==> config.mk <==
export PLATFORM = sky130hd
export DESIGN_NAME = sfifo_link_ctrl
export DESIGN_NICKNAME = d
export VERILOG_FILES = /design/src/rtl/sfb_pkg.sv /design/src/rtl/sfb_rx_queue.sv /design/src/rtl/sfb_tx_stage.sv /design/src/rtl/sfb_flush_gen.sv /design/src/rtl/sfb_sequencer.sv /design/src/rtl/sfifo_link_ctrl.sv
export SDC_FILE = /design/constraint.sdc
export NUM_CORES = 1
export LEC_CHECK = 0
export BUFFER_PORTS_ARGS = -buffer_cell sky130_fd_sc_hd__buf_4
export CORE_UTILIZATION = 57
export CTS_CLUSTER_SIZE = 24
export DETAILED_ROUTE_END_ITERATION = 16
export GPL_TIMING_DRIVEN = 0
export PLACE_DENSITY = 0.81
export RECOVER_POWER = 25
export SYNTH_ARGS = -nofsm -noshare
export SYNTH_HDL_FRONTEND = slang
export SYNTH_SLANG_ARGS = --single-unit
==> constraint.sdc <==
create_clock -name clk -period 4.36 [get_ports clk]
set_input_delay 0.436 -clock clk [delete_from_list [all_inputs] [get_ports clk]]
set_output_delay 0.436 -clock clk [all_outputs]
set_load 0.005 [all_outputs]
==> src/rtl/sfb_pkg.sv <==
// Shared types for the synchronous FIFO link controller.
// Assumes: one clock domain, the bridge clock.
package sfb_pkg;

    // Link phases: idle, output-enable lead-in, read streaming, write streaming.
    typedef enum logic [1:0] {
        ST_IDLE    = 2'd0,
        ST_RD_PREP = 2'd1,
        ST_RD_XFER = 2'd2,
        ST_WR_XFER = 2'd3
    } link_state_t;

endpackage

==> src/rtl/sfb_rx_queue.sv <==
// Small receive queue between the bridge read strobe and the local read stream.
// What it does: stores bytes taken from the bus and presents them as a valid/ready stream.
// Assumes: the sequencer never pushes while the queue is full and nothing pops.
module sfb_rx_queue #(
    parameter int W     = 8,
    parameter int DEPTH = 4,
    localparam int LW   = $clog2(DEPTH + 1),
    localparam int PW   = (DEPTH > 1) ? $clog2(DEPTH) : 1
) (
    input  logic          clk,
    input  logic          rst_n,
    input  logic          push,
    input  logic [W-1:0]  push_data,
    output logic          out_valid,
    output logic [W-1:0]  out_data,
    input  logic          out_ready,
    output logic          pop,
    output logic [LW-1:0] level
);

    logic [W-1:0]  mem [DEPTH];
    logic [PW-1:0] wp;
    logic [PW-1:0] rp;

    assign out_valid = (level != '0);
    assign out_data  = mem[rp];
    assign pop       = out_valid && out_ready;

    // Storage write on push.
    always_ff @(posedge clk) begin
        if (push) begin
            mem[wp] <= push_data;
        end
    end

    // Pointer and level bookkeeping.
    always_ff @(posedge clk) begin
        if (!rst_n) begin
            wp    <= '0;
            rp    <= '0;
            level <= '0;
        end else begin
            if (push) begin
                wp <= (wp == PW'(DEPTH - 1)) ? '0 : wp + 1'b1;
            end
            if (pop) begin
                rp <= (rp == PW'(DEPTH - 1)) ? '0 : rp + 1'b1;
            end
            level <= level + LW'(push) - LW'(pop);
        end
    end


    rxq_no_overflow_chk: assert property (@(posedge clk) disable iff (!rst_n)
        (push && !pop) |-> (level < LW'(DEPTH)));

endmodule

==> src/rtl/sfb_tx_stage.sv <==
// Transmit holding register feeding the data bus.
// What it does: accepts one byte from the local write stream and keeps it on the bus
// until an edge transfers it to the bridge.
// Assumes: 'taken' is asserted only on an edge where the bridge accepts the byte.
module sfb_tx_stage #(
    parameter int W = 8
) (
    input  logic         clk,
    input  logic         rst_n,
    input  logic         in_valid,
    input  logic [W-1:0] in_data,
    output logic         in_ready,
    input  logic         taken,
    output logic         hold_vld,
    output logic         hold_vld_nxt,
    output logic [W-1:0] hold_data
);

    logic load;

    assign in_ready     = !hold_vld || taken;
    assign load         = in_valid && in_ready;
    assign hold_vld_nxt = load || (hold_vld && !taken);

    // Hold register update.
    always_ff @(posedge clk) begin
        if (!rst_n) begin
            hold_vld  <= 1'b0;
            hold_data <= '0;
        end else begin
            hold_vld <= hold_vld_nxt;
            if (load) begin
                hold_data <= in_data;
            end
        end
    end


    hold_keep_chk: assert property (@(posedge clk) disable iff (!rst_n)
        (hold_vld && !taken) |=> (hold_vld && $stable(hold_data)));


    taken_full_chk: assert property (@(posedge clk) disable iff (!rst_n)
        taken |-> hold_vld);

endmodule

==> src/rtl/sfb_flush_gen.sv <==
// Send-immediate pulse generator.
// What it does: records a local flush request and emits one low pulse as soon as
// the next cycle is not a write burst cycle.
// Assumes: 'blocked' reports that the next cycle is a write burst cycle.
module sfb_flush_gen (
    input  logic clk,
    input  logic rst_n,
    input  logic req,
    input  logic blocked,
    output logic pend,
    output logic pulse_n
);

    logic issue;

    assign issue = pend && !blocked;

    // Pending flag and pulse register.
    always_ff @(posedge clk) begin
        if (!rst_n) begin
            pend    <= 1'b0;
            pulse_n <= 1'b1;
        end else begin
            pend    <= (pend && !issue) || req;
            pulse_n <= !issue;
        end
    end


    flush_single_chk: assert property (@(posedge clk) disable iff (!rst_n)
        !pulse_n |=> pulse_n);

endmodule

==> src/rtl/sfb_sequencer.sv <==
// Handshake sequencer for the bridge link.
// What it does: picks read or write bursts, drives the output enable and the strobes
// from registers, and ends bursts on a flag change, a full queue or the burst cap.
// Assumes: MAX_BURST >= 2. Flags are sampled at the clock edge.
module sfb_sequencer
    import sfb_pkg::*;
#(
    parameter int DEPTH     = 4,
    parameter int MAX_BURST = 8,
    localparam int LW       = $clog2(DEPTH + 1),
    localparam int BW       = $clog2(MAX_BURST + 1)
) (
    input  logic          clk,
    input  logic          rst_n,
    input  logic          rx_avail_n,
    input  logic          tx_space_n,
    input  logic [LW-1:0] rxq_level,
    input  logic          rxq_pop,
    input  logic          hold_vld,
    input  logic          hold_vld_nxt,
    input  logic          flush_pend,
    output logic          rx_push,
    output logic          tx_taken,
    output logic          wr_grant_nxt,
    output logic          oe_n,
    output logic          rd_n,
    output logic          wr_n,
    output logic          drive
);

    link_state_t   st;
    link_state_t   st_nxt;
    logic [BW-1:0] beats;
    logic          last_rd;
    logic [LW:0]   lvl_nxt;
    logic          room;
    logic          cap;
    logic          rd_ok;
    logic          wr_ok;

    assign rx_push      = !rd_n && !rx_avail_n;
    assign tx_taken     = !wr_n && !tx_space_n;
    assign lvl_nxt      = (LW + 1)'(rxq_level) + (LW + 1)'(rx_push) - (LW + 1)'(rxq_pop);
    assign room         = lvl_nxt < (LW + 1)'(DEPTH);
    assign cap          = (beats == BW'(MAX_BURST - 1));
    assign rd_ok        = !rx_avail_n && room;
    assign wr_ok        = hold_vld && !tx_space_n && !flush_pend;
    assign wr_grant_nxt = (st_nxt == ST_WR_XFER);

    // Next-phase selection with alternating grant.
    always_comb begin
        st_nxt = st;
        case (st)
            ST_IDLE: begin
                if (rd_ok && (!wr_ok || !last_rd)) begin
                    st_nxt = ST_RD_PREP;
                end else if (wr_ok) begin
                    st_nxt = ST_WR_XFER;
                end
            end
            ST_RD_PREP: st_nxt = rd_ok ? ST_RD_XFER : ST_IDLE;
            ST_RD_XFER: st_nxt = (rd_ok && !cap) ? ST_RD_XFER : ST_IDLE;
            ST_WR_XFER: st_nxt = (!tx_space_n && hold_vld_nxt && !cap) ? ST_WR_XFER : ST_IDLE;
            default:    st_nxt = ST_IDLE;
        endcase
    end

    // Phase, burst counter and grant history.
    always_ff @(posedge clk) begin
        if (!rst_n) begin
            st      <= ST_IDLE;
            beats   <= '0;
            last_rd <= 1'b0;
        end else begin
            st <= st_nxt;
            if ((st_nxt == st) && (st == ST_RD_XFER || st == ST_WR_XFER)) begin
                beats <= beats + 1'b1;
            end else begin
                beats <= '0;
            end
            if (st == ST_IDLE && st_nxt == ST_RD_PREP) begin
                last_rd <= 1'b1;
            end else if (st == ST_IDLE && st_nxt == ST_WR_XFER) begin
                last_rd <= 1'b0;
            end
        end
    end

    // Registered bridge-side strobes and bus direction.
    always_ff @(posedge clk) begin
        if (!rst_n) begin
            oe_n  <= 1'b1;
            rd_n  <= 1'b1;
            wr_n  <= 1'b1;
            drive <= 1'b0;
        end else begin
            oe_n  <= !(st_nxt == ST_RD_PREP || st_nxt == ST_RD_XFER);
            rd_n  <= !(st_nxt == ST_RD_XFER);
            wr_n  <= !(st_nxt == ST_WR_XFER);
            drive <= (st_nxt == ST_WR_XFER);
        end
    end


    oe_lead_chk: assert property (@(posedge clk) disable iff (!rst_n)
        $fell(rd_n) |-> !$past(oe_n));


    rd_flag_chk: assert property (@(posedge clk) disable iff (!rst_n)
        !rd_n |-> !$past(rx_avail_n));


    wr_flag_chk: assert property (@(posedge clk) disable iff (!rst_n)
        !wr_n |-> !$past(tx_space_n));


    discard_chk: assert property (@(posedge clk) disable iff (!rst_n)
        (!rd_n && rx_avail_n) |=> (rd_n && oe_n));


    drive_turn_chk: assert property (@(posedge clk) disable iff (!rst_n)
        $rose(drive) |-> $past(oe_n));


    oe_turn_chk: assert property (@(posedge clk) disable iff (!rst_n)
        $fell(oe_n) |-> !$past(drive));


    burst_cap_chk: assert property (@(posedge clk) disable iff (!rst_n)
        (!rd_n || !wr_n) |-> (beats < BW'(MAX_BURST)));

endmodule

==> src/rtl/sfifo_link_ctrl.sv <==
// Top of the synchronous FIFO link controller.
// What it does: joins the sequencer, the receive queue, the transmit holding stage
// and the flush pulse generator into one bridge-side interface.
// Assumes: the pad drivers put bus_dout on the bus while bus_drive is high and
// present the bus value on bus_din.
module sfifo_link_ctrl #(
    parameter int DATA_W    = 8,
    parameter int RXQ_DEPTH = 4,
    parameter int MAX_BURST = 8,
    localparam int LW       = $clog2(RXQ_DEPTH + 1)
) (
    input  logic              clk,
    input  logic              rst_n,
    input  logic [DATA_W-1:0] bus_din,
    output logic [DATA_W-1:0] bus_dout,
    output logic              bus_drive,
    input  logic              dev_rx_avail_n,
    input  logic              dev_tx_space_n,
    output logic              dev_oe_n,
    output logic              dev_rd_n,
    output logic              dev_wr_n,
    output logic              dev_flush_n,
    output logic [DATA_W-1:0] rd_data,
    output logic              rd_valid,
    input  logic              rd_ready,
    input  logic [DATA_W-1:0] wr_data,
    input  logic              wr_valid,
    output logic              wr_ready,
    input  logic              flush_req
);

    logic          rx_push;
    logic          rxq_pop;
    logic [LW-1:0] rxq_level;
    logic          tx_taken;
    logic          hold_vld;
    logic          hold_vld_nxt;
    logic          flush_pend;
    logic          wr_grant_nxt;

    sfb_sequencer #(
        .DEPTH     (RXQ_DEPTH),
        .MAX_BURST (MAX_BURST)
    ) u_seq (
        .clk          (clk),
        .rst_n        (rst_n),
        .rx_avail_n   (dev_rx_avail_n),
        .tx_space_n   (dev_tx_space_n),
        .rxq_level    (rxq_level),
        .rxq_pop      (rxq_pop),
        .hold_vld     (hold_vld),
        .hold_vld_nxt (hold_vld_nxt),
        .flush_pend   (flush_pend),
        .rx_push      (rx_push),
        .tx_taken     (tx_taken),
        .wr_grant_nxt (wr_grant_nxt),
        .oe_n         (dev_oe_n),
        .rd_n         (dev_rd_n),
        .wr_n         (dev_wr_n),
        .drive        (bus_drive)
    );

    sfb_rx_queue #(
        .W     (DATA_W),
        .DEPTH (RXQ_DEPTH)
    ) u_rxq (
        .clk       (clk),
        .rst_n     (rst_n),
        .push      (rx_push),
        .push_data (bus_din),
        .out_valid (rd_valid),
        .out_data  (rd_data),
        .out_ready (rd_ready),
        .pop       (rxq_pop),
        .level     (rxq_level)
    );

    sfb_tx_stage #(
        .W (DATA_W)
    ) u_txs (
        .clk          (clk),
        .rst_n        (rst_n),
        .in_valid     (wr_valid),
        .in_data      (wr_data),
        .in_ready     (wr_ready),
        .taken        (tx_taken),
        .hold_vld     (hold_vld),
        .hold_vld_nxt (hold_vld_nxt),
        .hold_data    (bus_dout)
    );

    sfb_flush_gen u_flush (
        .clk     (clk),
        .rst_n   (rst_n),
        .req     (flush_req),
        .blocked (wr_grant_nxt),
        .pend    (flush_pend),
        .pulse_n (dev_flush_n)
    );


    oe_drive_apart_chk: assert property (@(posedge clk) disable iff (!rst_n)
        !dev_oe_n |-> !bus_drive);


    flush_apart_chk: assert property (@(posedge clk) disable iff (!rst_n)
        !dev_flush_n |-> dev_wr_n);

endmodule

; After elaboration in Yosys (flattened, before gate mapping)
; Memories as Yosys holds them, arrays and structs flattened. A register that Yosys moved wholly into a read port is not among the register bits.
; Cells that the tools add are included.
[word_totals]
mem_count = 1
ramBits = 32
out_inout_bits = 23
regBits = 29
[mem_list]
columns = name, words, word_bits, rd, rd_ports_with_merged_regs, wr, line
row1 = u_rxq.mem, 4, 8, 1, 1, 1, sfb_rx_queue.sv:21  ; logic [W-1:0] mem [DEPTH];
[op_classes]
muxes = 14
reduce_logical = 41
magnitude_cmp = 1
eq_ne = 10
add_sub_neg = 7
[op_table]
columns = op, count
row1 = $mux W2, 9
row2 = $logic_and A1 B1 Y1, 17
row3 = $logic_not A1 Y1, 14
row4 = $eq A2 B2 Y1 const B, 6
row5 = $pmux W2 S4, 1
row6 = $logic_or A1 B1 Y1, 6
row7 = $add A2 B1 Y2 const B, 2
row8 = $add A3 B1 Y4, 1
row9 = $add A4 B1 Y4 const B, 1
row10 = $eq A2 B1 Y1 const B, 2
row11 = $eq A4 B3 Y1 const B, 1
row12 = $lt A4 B3 Y1 const B, 1
row13 = $mux W1, 4
row14 = $sub A4 B1 Y4, 1
row15 = $add A3 B1 Y3, 1
row16 = $reduce_bool A3 Y1, 1
row17 = $sub A3 B1 Y3, 1
row18 = $eq A2 B2 Y1, 1
row19 = $logic_not A2 Y1, 1
row20 = $reduce_and A2 Y1, 1
row21 = $reduce_bool A2 Y1, 1

; Logic depth before layout (Yosys ltp)
[logic_depth]
word_depth = 15
ltp_mapped = 15
depth_no_buf = 15

; Hierarchy
; A second synthesis with hierarchy kept.
[hier_totals]
hier_cells = 199
area_unflattened_um2 = 2725.1
[by_module_without_submodules]
columns = mod, instances, area_per_inst_um2, cells_each, seq_area_each_um2
row1 = sfb_rx_queue, 1, 1622.8, 85, 1141.1
row2 = sfb_sequencer, 1, 635.6, 67, 220.2
row3 = sfb_tx_stage, 1, 407.9, 42, 180.2
row4 = sfb_flush_gen, 1, 58.8, 5, 40.0

; Worst setup path after synthesis
; No wires, ideal clock.
[synth_path]
path_type = register to register
startpoint = register u_rxq.level[2]
endpoint = register u_seq.last_rd
stages_incl_launch_ff = 14
setup_ps = 118
synth_period_minus_slack_ps = 2980
t_arrival_ps = 2861
n_path_buf = 0
path_slack_ps = 1380
path_cell_list = dfxtp_1 -> or3_1 -> nand2_1 -> inv_1 -> ha_1 -> inv_1 -> ha_1 -> fa_1 -> xor2_1 -> nor2_1 -> a311o_2 -> ha_1 -> a22oi_1 -> nor2b_1
[synth_via]
elab_chain_cells = 11
elab_cells_between_ends = 18
cone_classes = 2 x add/sub / 1 x order compare / 2 x eq/ne / 5 x mux / 8 x reduce/logical
[synth_rtl]
columns = element, line
row1 = start: declaration, sfb_rx_queue.sv:18  ; output logic [LW-1:0] level
row2 = start signal: assignment, sfb_rx_queue.sv:49  ; level <= level + LW'(push) - LW'(pop);
row3 = $reduce_bool A3 Y1 (*), sfb_rx_queue.sv:25  ; assign out_valid = (level != '0);
row4 = via rd_valid, sfifo_link_ctrl.sv:24  ; output logic rd_valid,
row5 = $logic_and A1 B1 Y1 (*), sfb_rx_queue.sv:27  ; assign pop = out_valid && out_ready;
row6 = $sub A4 B1 Y4 (*), sfb_sequencer.sv:43  ; assign lvl_nxt = (LW + 1)'(rxq_level) + (LW + 1)'(rx_push) - (LW + 1)'(rxq_pop);
row7 = $lt A4 B3 Y1 (*), sfb_sequencer.sv:44  ; assign room = lvl_nxt < (LW + 1)'(DEPTH);
row8 = $logic_and A1 B1 Y1 (*), sfb_sequencer.sv:46  ; assign rd_ok = !rx_avail_n && room;
row9 = $logic_and A1 B1 Y1 (*), sfb_sequencer.sv:55  ; if (rd_ok && (!wr_ok || !last_rd)) begin
row10 = $mux W2 (*), sfb_sequencer.sv:55
row11 = $pmux W2 S4 (*), sfb_sequencer.sv:53  ; case (st)
row12 = via u_seq.st_nxt[0], sfb_sequencer.sv:32  ; link_state_t st_nxt;
row13 = $eq A2 B1 Y1 / $eq A2 B2 Y1 (equally long branches), "sfb_sequencer.sv:81, sfb_sequencer.sv:83"
row14 = $logic_and A1 B1 Y1 (on tied branches), "sfb_sequencer.sv:81, sfb_sequencer.sv:83"
row15 = $mux W1 / $reduce_bool A2 Y1 (equally long branches), --
row16 = end signal: assignment, sfb_sequencer.sv:73  ; last_rd <= 1'b0;
row17 = end signal: assignment, sfb_sequencer.sv:82  ; last_rd <= 1'b1;
row18 = end signal: assignment, sfb_sequencer.sv:84  ; last_rd <= 1'b0;
row19 = end: declaration, sfb_sequencer.sv:34  ; logic last_rd;
; The timed path passes the listed nets; every way through them passes the cells marked *.
; A chain may end at the register's enable or synchronous reset.

; Final worst setup path
[layout_path]
startpoint = register u_rxq.level[2]
endpoint = register u_seq.last_rd
[layout_via]
elab_chain_cells = 11
elab_cells_between_ends = 18
cone_classes = 2 x add/sub / 1 x order compare / 2 x eq/ne / 5 x mux / 8 x reduce/logical
[layout_rtl]
columns = element, line
row1 = branches (longest 2 deep; another with $add A3 B1 Y4), --
row2 = $sub A4 B1 Y4 (*), sfb_sequencer.sv:43
row3 = $lt A4 B3 Y1 (*), sfb_sequencer.sv:44
row4 = $logic_and A1 B1 Y1 (*), sfb_sequencer.sv:46
row5 = $logic_and A1 B1 Y1 (*), sfb_sequencer.sv:55
row6 = $mux W2 (*), sfb_sequencer.sv:55
row7 = $pmux W2 S4 (*), sfb_sequencer.sv:53
row8 = via u_seq.st_nxt[0], sfb_sequencer.sv:32
row9 = $eq A2 B1 Y1 / $eq A2 B2 Y1 (equally long branches), "sfb_sequencer.sv:81, sfb_sequencer.sv:83"
row10 = $logic_and A1 B1 Y1 (on tied branches), "sfb_sequencer.sv:81, sfb_sequencer.sv:83"
row11 = $mux W1 / $reduce_bool A2 Y1 (equally long branches), --
; Mark *: on every way through the listed nets, which the timed path passes.

==> flow_metrics.py <==
metrics = {
    "routing": {
        "drt_iter0_drc": 89,
        "wl_per_cell_um": 14.2,
        "vias": 1589,
        "drc": 0,
        "via_per_inst": 5.24,
        "met2_length_mm": 2.26,
        "dr_wl_met3_um": 183,
        "wl_mm": 4.31,
        "first_pass_iters": 4,
        "ant_nets": 0,
        "met1Wirelength_mm": 1.87,
        "dr.max_layer_used": "met3",
    },
    "setup_path": {
        "crit_required_ns": 4.57,
        "worstPathArrival_ns": 3.43,
        "critPathLaunchType": "flip-flop",
        "worstSetupPathType": "reg2reg",
        "worstPathMaxFanout": 5,
        "setup.worst_path.end_class": "flip-flop",
    },
    "finish": {
        "layout_common_cells": "buf_4 (36), edfxtp_1 (32), dfxtp_1 (31), nand2_1 (22), ha_1 (14)",
        "layout_commonest_cell": "buf_4",
        "n_antenna_cell": 0,
        "drive_gt1_frac": 0.257,
        "area_growth_pct": 21.9,
        "fin_area_um2": 3120,
        "final_nets": 286,
    },
    "yosys": {
        "ys_types": 34,
        "synth_edf_count": 32,
        "synth_seq_area_share": 0.618,
        "yosys-top-cells-area": "edfxtp_1 (38%), dfxtp_1 (24%), mux4_2 (7.0%), ha_1 (6.8%), a21boi_0 (3.2%)",
        "yosys_warnings": 0,
        "ys_ff_latch": 63,
        "synth_area_um2": 2560,
        "syn-instance-count": 194,
        "synthFlopType": "edfxtp_1",
        "async_reset_ff_frac": 0,
        "yosysTopAreaCell": "edfxtp_1",
        "avgSynthCellArea_um2": 13.2,
        "yosys.area.top_type_share": 0.376,
        "syn_nets": 232,
    },
    "floorplan": {
        "core_area_um2": 4140,
        "fp-row-count": 23,
        "dieHeight_um": 69.0,
        "io_pins": 46,
        "initial_core_util": 0.617,
        "die_w_um": 69.0,
        "dieArea_um2": 4760,
    },
    "global_routing": {
        "grt_pass1_vias": 1594,
        "grt_pass1_wl_mm": 7.05,
        "grt_use_total": 0.212,
        "overflow": 0,
        "grt_max_degree": 11,
        "antenna_found_initial": 0,
    },
    "cts": {
        "clock_latency_ns": 0.32,
        "clock_sinks": 63,
        "tritoncts": "done",
        "cts_resized": 0,
        "htree_levels": 3,
        "clockBufferDepth": 2,
        "ctsHoldBuffers": 0,
        "cts_setup_buffers": 0,
        "cts.clk_slew.worst_paths_ns": 0.06,
        "cts-buffers-inserted": 9,
        "clockRootBuffer": "clkbuf_8",
    },
    "pwr": {
        "clkPwrFrac": 0.317,
        "leakage_nw": 1.21,
        "internal_power_mw": 1.21,
        "irDropWorstVdd_mv": 0.348,
        "sequentialPowerShare": 0.423,
        "swShare": 0.270,
        "pwr-share-comb": 0.260,
        "p_switching_uw": 446,
        "p_per_area_nw_per_um2": 531,
    },
    "placement": {
        "place_area_um2": 2940,
        "place_congestion": 0.778,
        "io_buffers": 43,
        "hpwl_mm": 3.07,
    },
    "flow_run": {
        "cap_violations": 0,
    },
    "worst_hold_path": {
        "min_path_type": "in2reg",
    },
    "sta": {
        "fmax_mhz": 311,
        "setup_viol": 0,
        "worst_clock_skew_ns": 0.00463,
        "report.final.slew_viol_count": 0,
        "slew_headroom": 0.686,
        "tightest_slew_ns": 0.470,
        "fin_crit_sh": 0.738,
        "rsz0062_at_grt": "no",
        "tns_ns": 0,
        "min_period_ns": 3.22,
        "report.final.hold_viol_count": 0,
    },
    "status": {
        "status": "completed",
    },
}
## cell families after synthesis
kind of cell             Yosys count  share of synthesized area
AND/OR/NAND/NOR                   64                      0.126
multiplexers                       9                     0.0744
buffers and inverters             16                     0.0264
AO/OA/AOI/OAI                     23                     0.0646
flip-flops                        63                      0.618
XOR/XNOR                           4                     0.0137
adder cells (fa/ha/maj)           15                     0.0763
## worst paths after layout
path / cells after the start / slack (ns) / startpoint / endpoint
max: 13 / 1.14 / u_rxq.level[2]$_SDFF_PN0_ / u_seq.last_rd$_SDFFE_PN0P_
min: 3 / 0.35 / flush_req / u_flush.pend$_SDFF_PN0_
max reg2reg: 13 / 1.14 / u_rxq.level[2]$_SDFF_PN0_ / u_seq.last_rd$_SDFFE_PN0P_
min reg2reg: 1 / 0.44 / u_flush.pend$_SDFF_PN0_ / u_flush.pulse_n$_SDFF_PN1_
## sequential cells by signal, indices dropped and copies added, names as in the netlist, named ones only
name and flops:
u_flush.pend 1, u_flush.pulse_n 1, u_rxq.level 3, u_rxq.mem 32
u_rxq.rp 2, u_rxq.wp 2, u_seq.beats 4, u_seq.drive 1
u_seq.last_rd 1, u_seq.oe_n 1, u_seq.rd_n 1, u_seq.st 2
u_seq.wr_n 1, u_txs.hold_data 8, u_txs.hold_vld 1
## power by group through the flow
stage          combinational, mW  clock, mW  sequential, mW
2_1_floorplan              0.297          0           0.706
3_3_place_gp               0.421          0           0.711
3_5_place_dp               0.432          0           0.712
4_1_cts                    0.435      0.539           0.700
5_1_grt                    0.484      0.562           0.706
6_report                   0.430      0.525           0.700
## worst max-delay path: stages (launching register included)
cell	delay [ns]
dfxtp_1	0.33
or3_1	0.40
nand2_1	0.13
inv_1	0.07
ha_1	0.27
inv_1	0.04
ha_1	0.20
fa_1	0.38
xor2_1	0.27
nor2_1	0.12
a311o_2	0.45
ha_1	0.21
a22oi_1	0.16
nor2b_1	0.06
## metrics by stage
stage | total power [mW] | setup WS, ns | hold slack (ns) | utilization | cells
4_1_cts | 1.67 | 1.16 | 0.294 | 0.760 | 303
5_1_grt | 1.75 | 0.944 | 0.333 | 0.752 | 303
6_report | 1.65 | 1.14 | 0.347 | 0.752 | 303
3_3_place_gp | 1.13 | 1.09 | 0.432 | 0.710 | 287
2_1_floorplan | 1.00 | 1.38 | 0.397 | - | 194
3_5_place_dp | 1.14 | 1.05 | 0.436 | 0.710 | 287
## metal layers
metal / global-route usage / vias up
li1: - / 795
met1: 0.234 / 759
met2: 0.370 / 35
met3: 0.0806 / 0
met4: 0.0714 / 0
met5: 0 / -
## synthesized netlist by cell type, types with 6 or more instances
master and number:
edfxtp_1 32, dfxtp_1 31, nand2_1 22, ha_1 14, a21boi_0 11, and2_1 10, inv_1 9, nand3_1 9
mux4_2 8, nor2_1 8, nor2b_1 6
## cell type report
| type | count | area (um2) |
|---|---|---|
| plain buffers | 7 | 33.8 |
| clock buffers | 12 | 135 |
| clock inverters | 4 | 70.1 |
| fillers | 293 | 1030 |
| inverters | 9 | 33.8 |
| multi-input cells | 115 | 908 |
| flip-flops and latches | 63 | 1580 |
| well taps | 50 | 62.6 |
| repair buffers | 43 | 293 |
(Power assumes the default switching activity.)
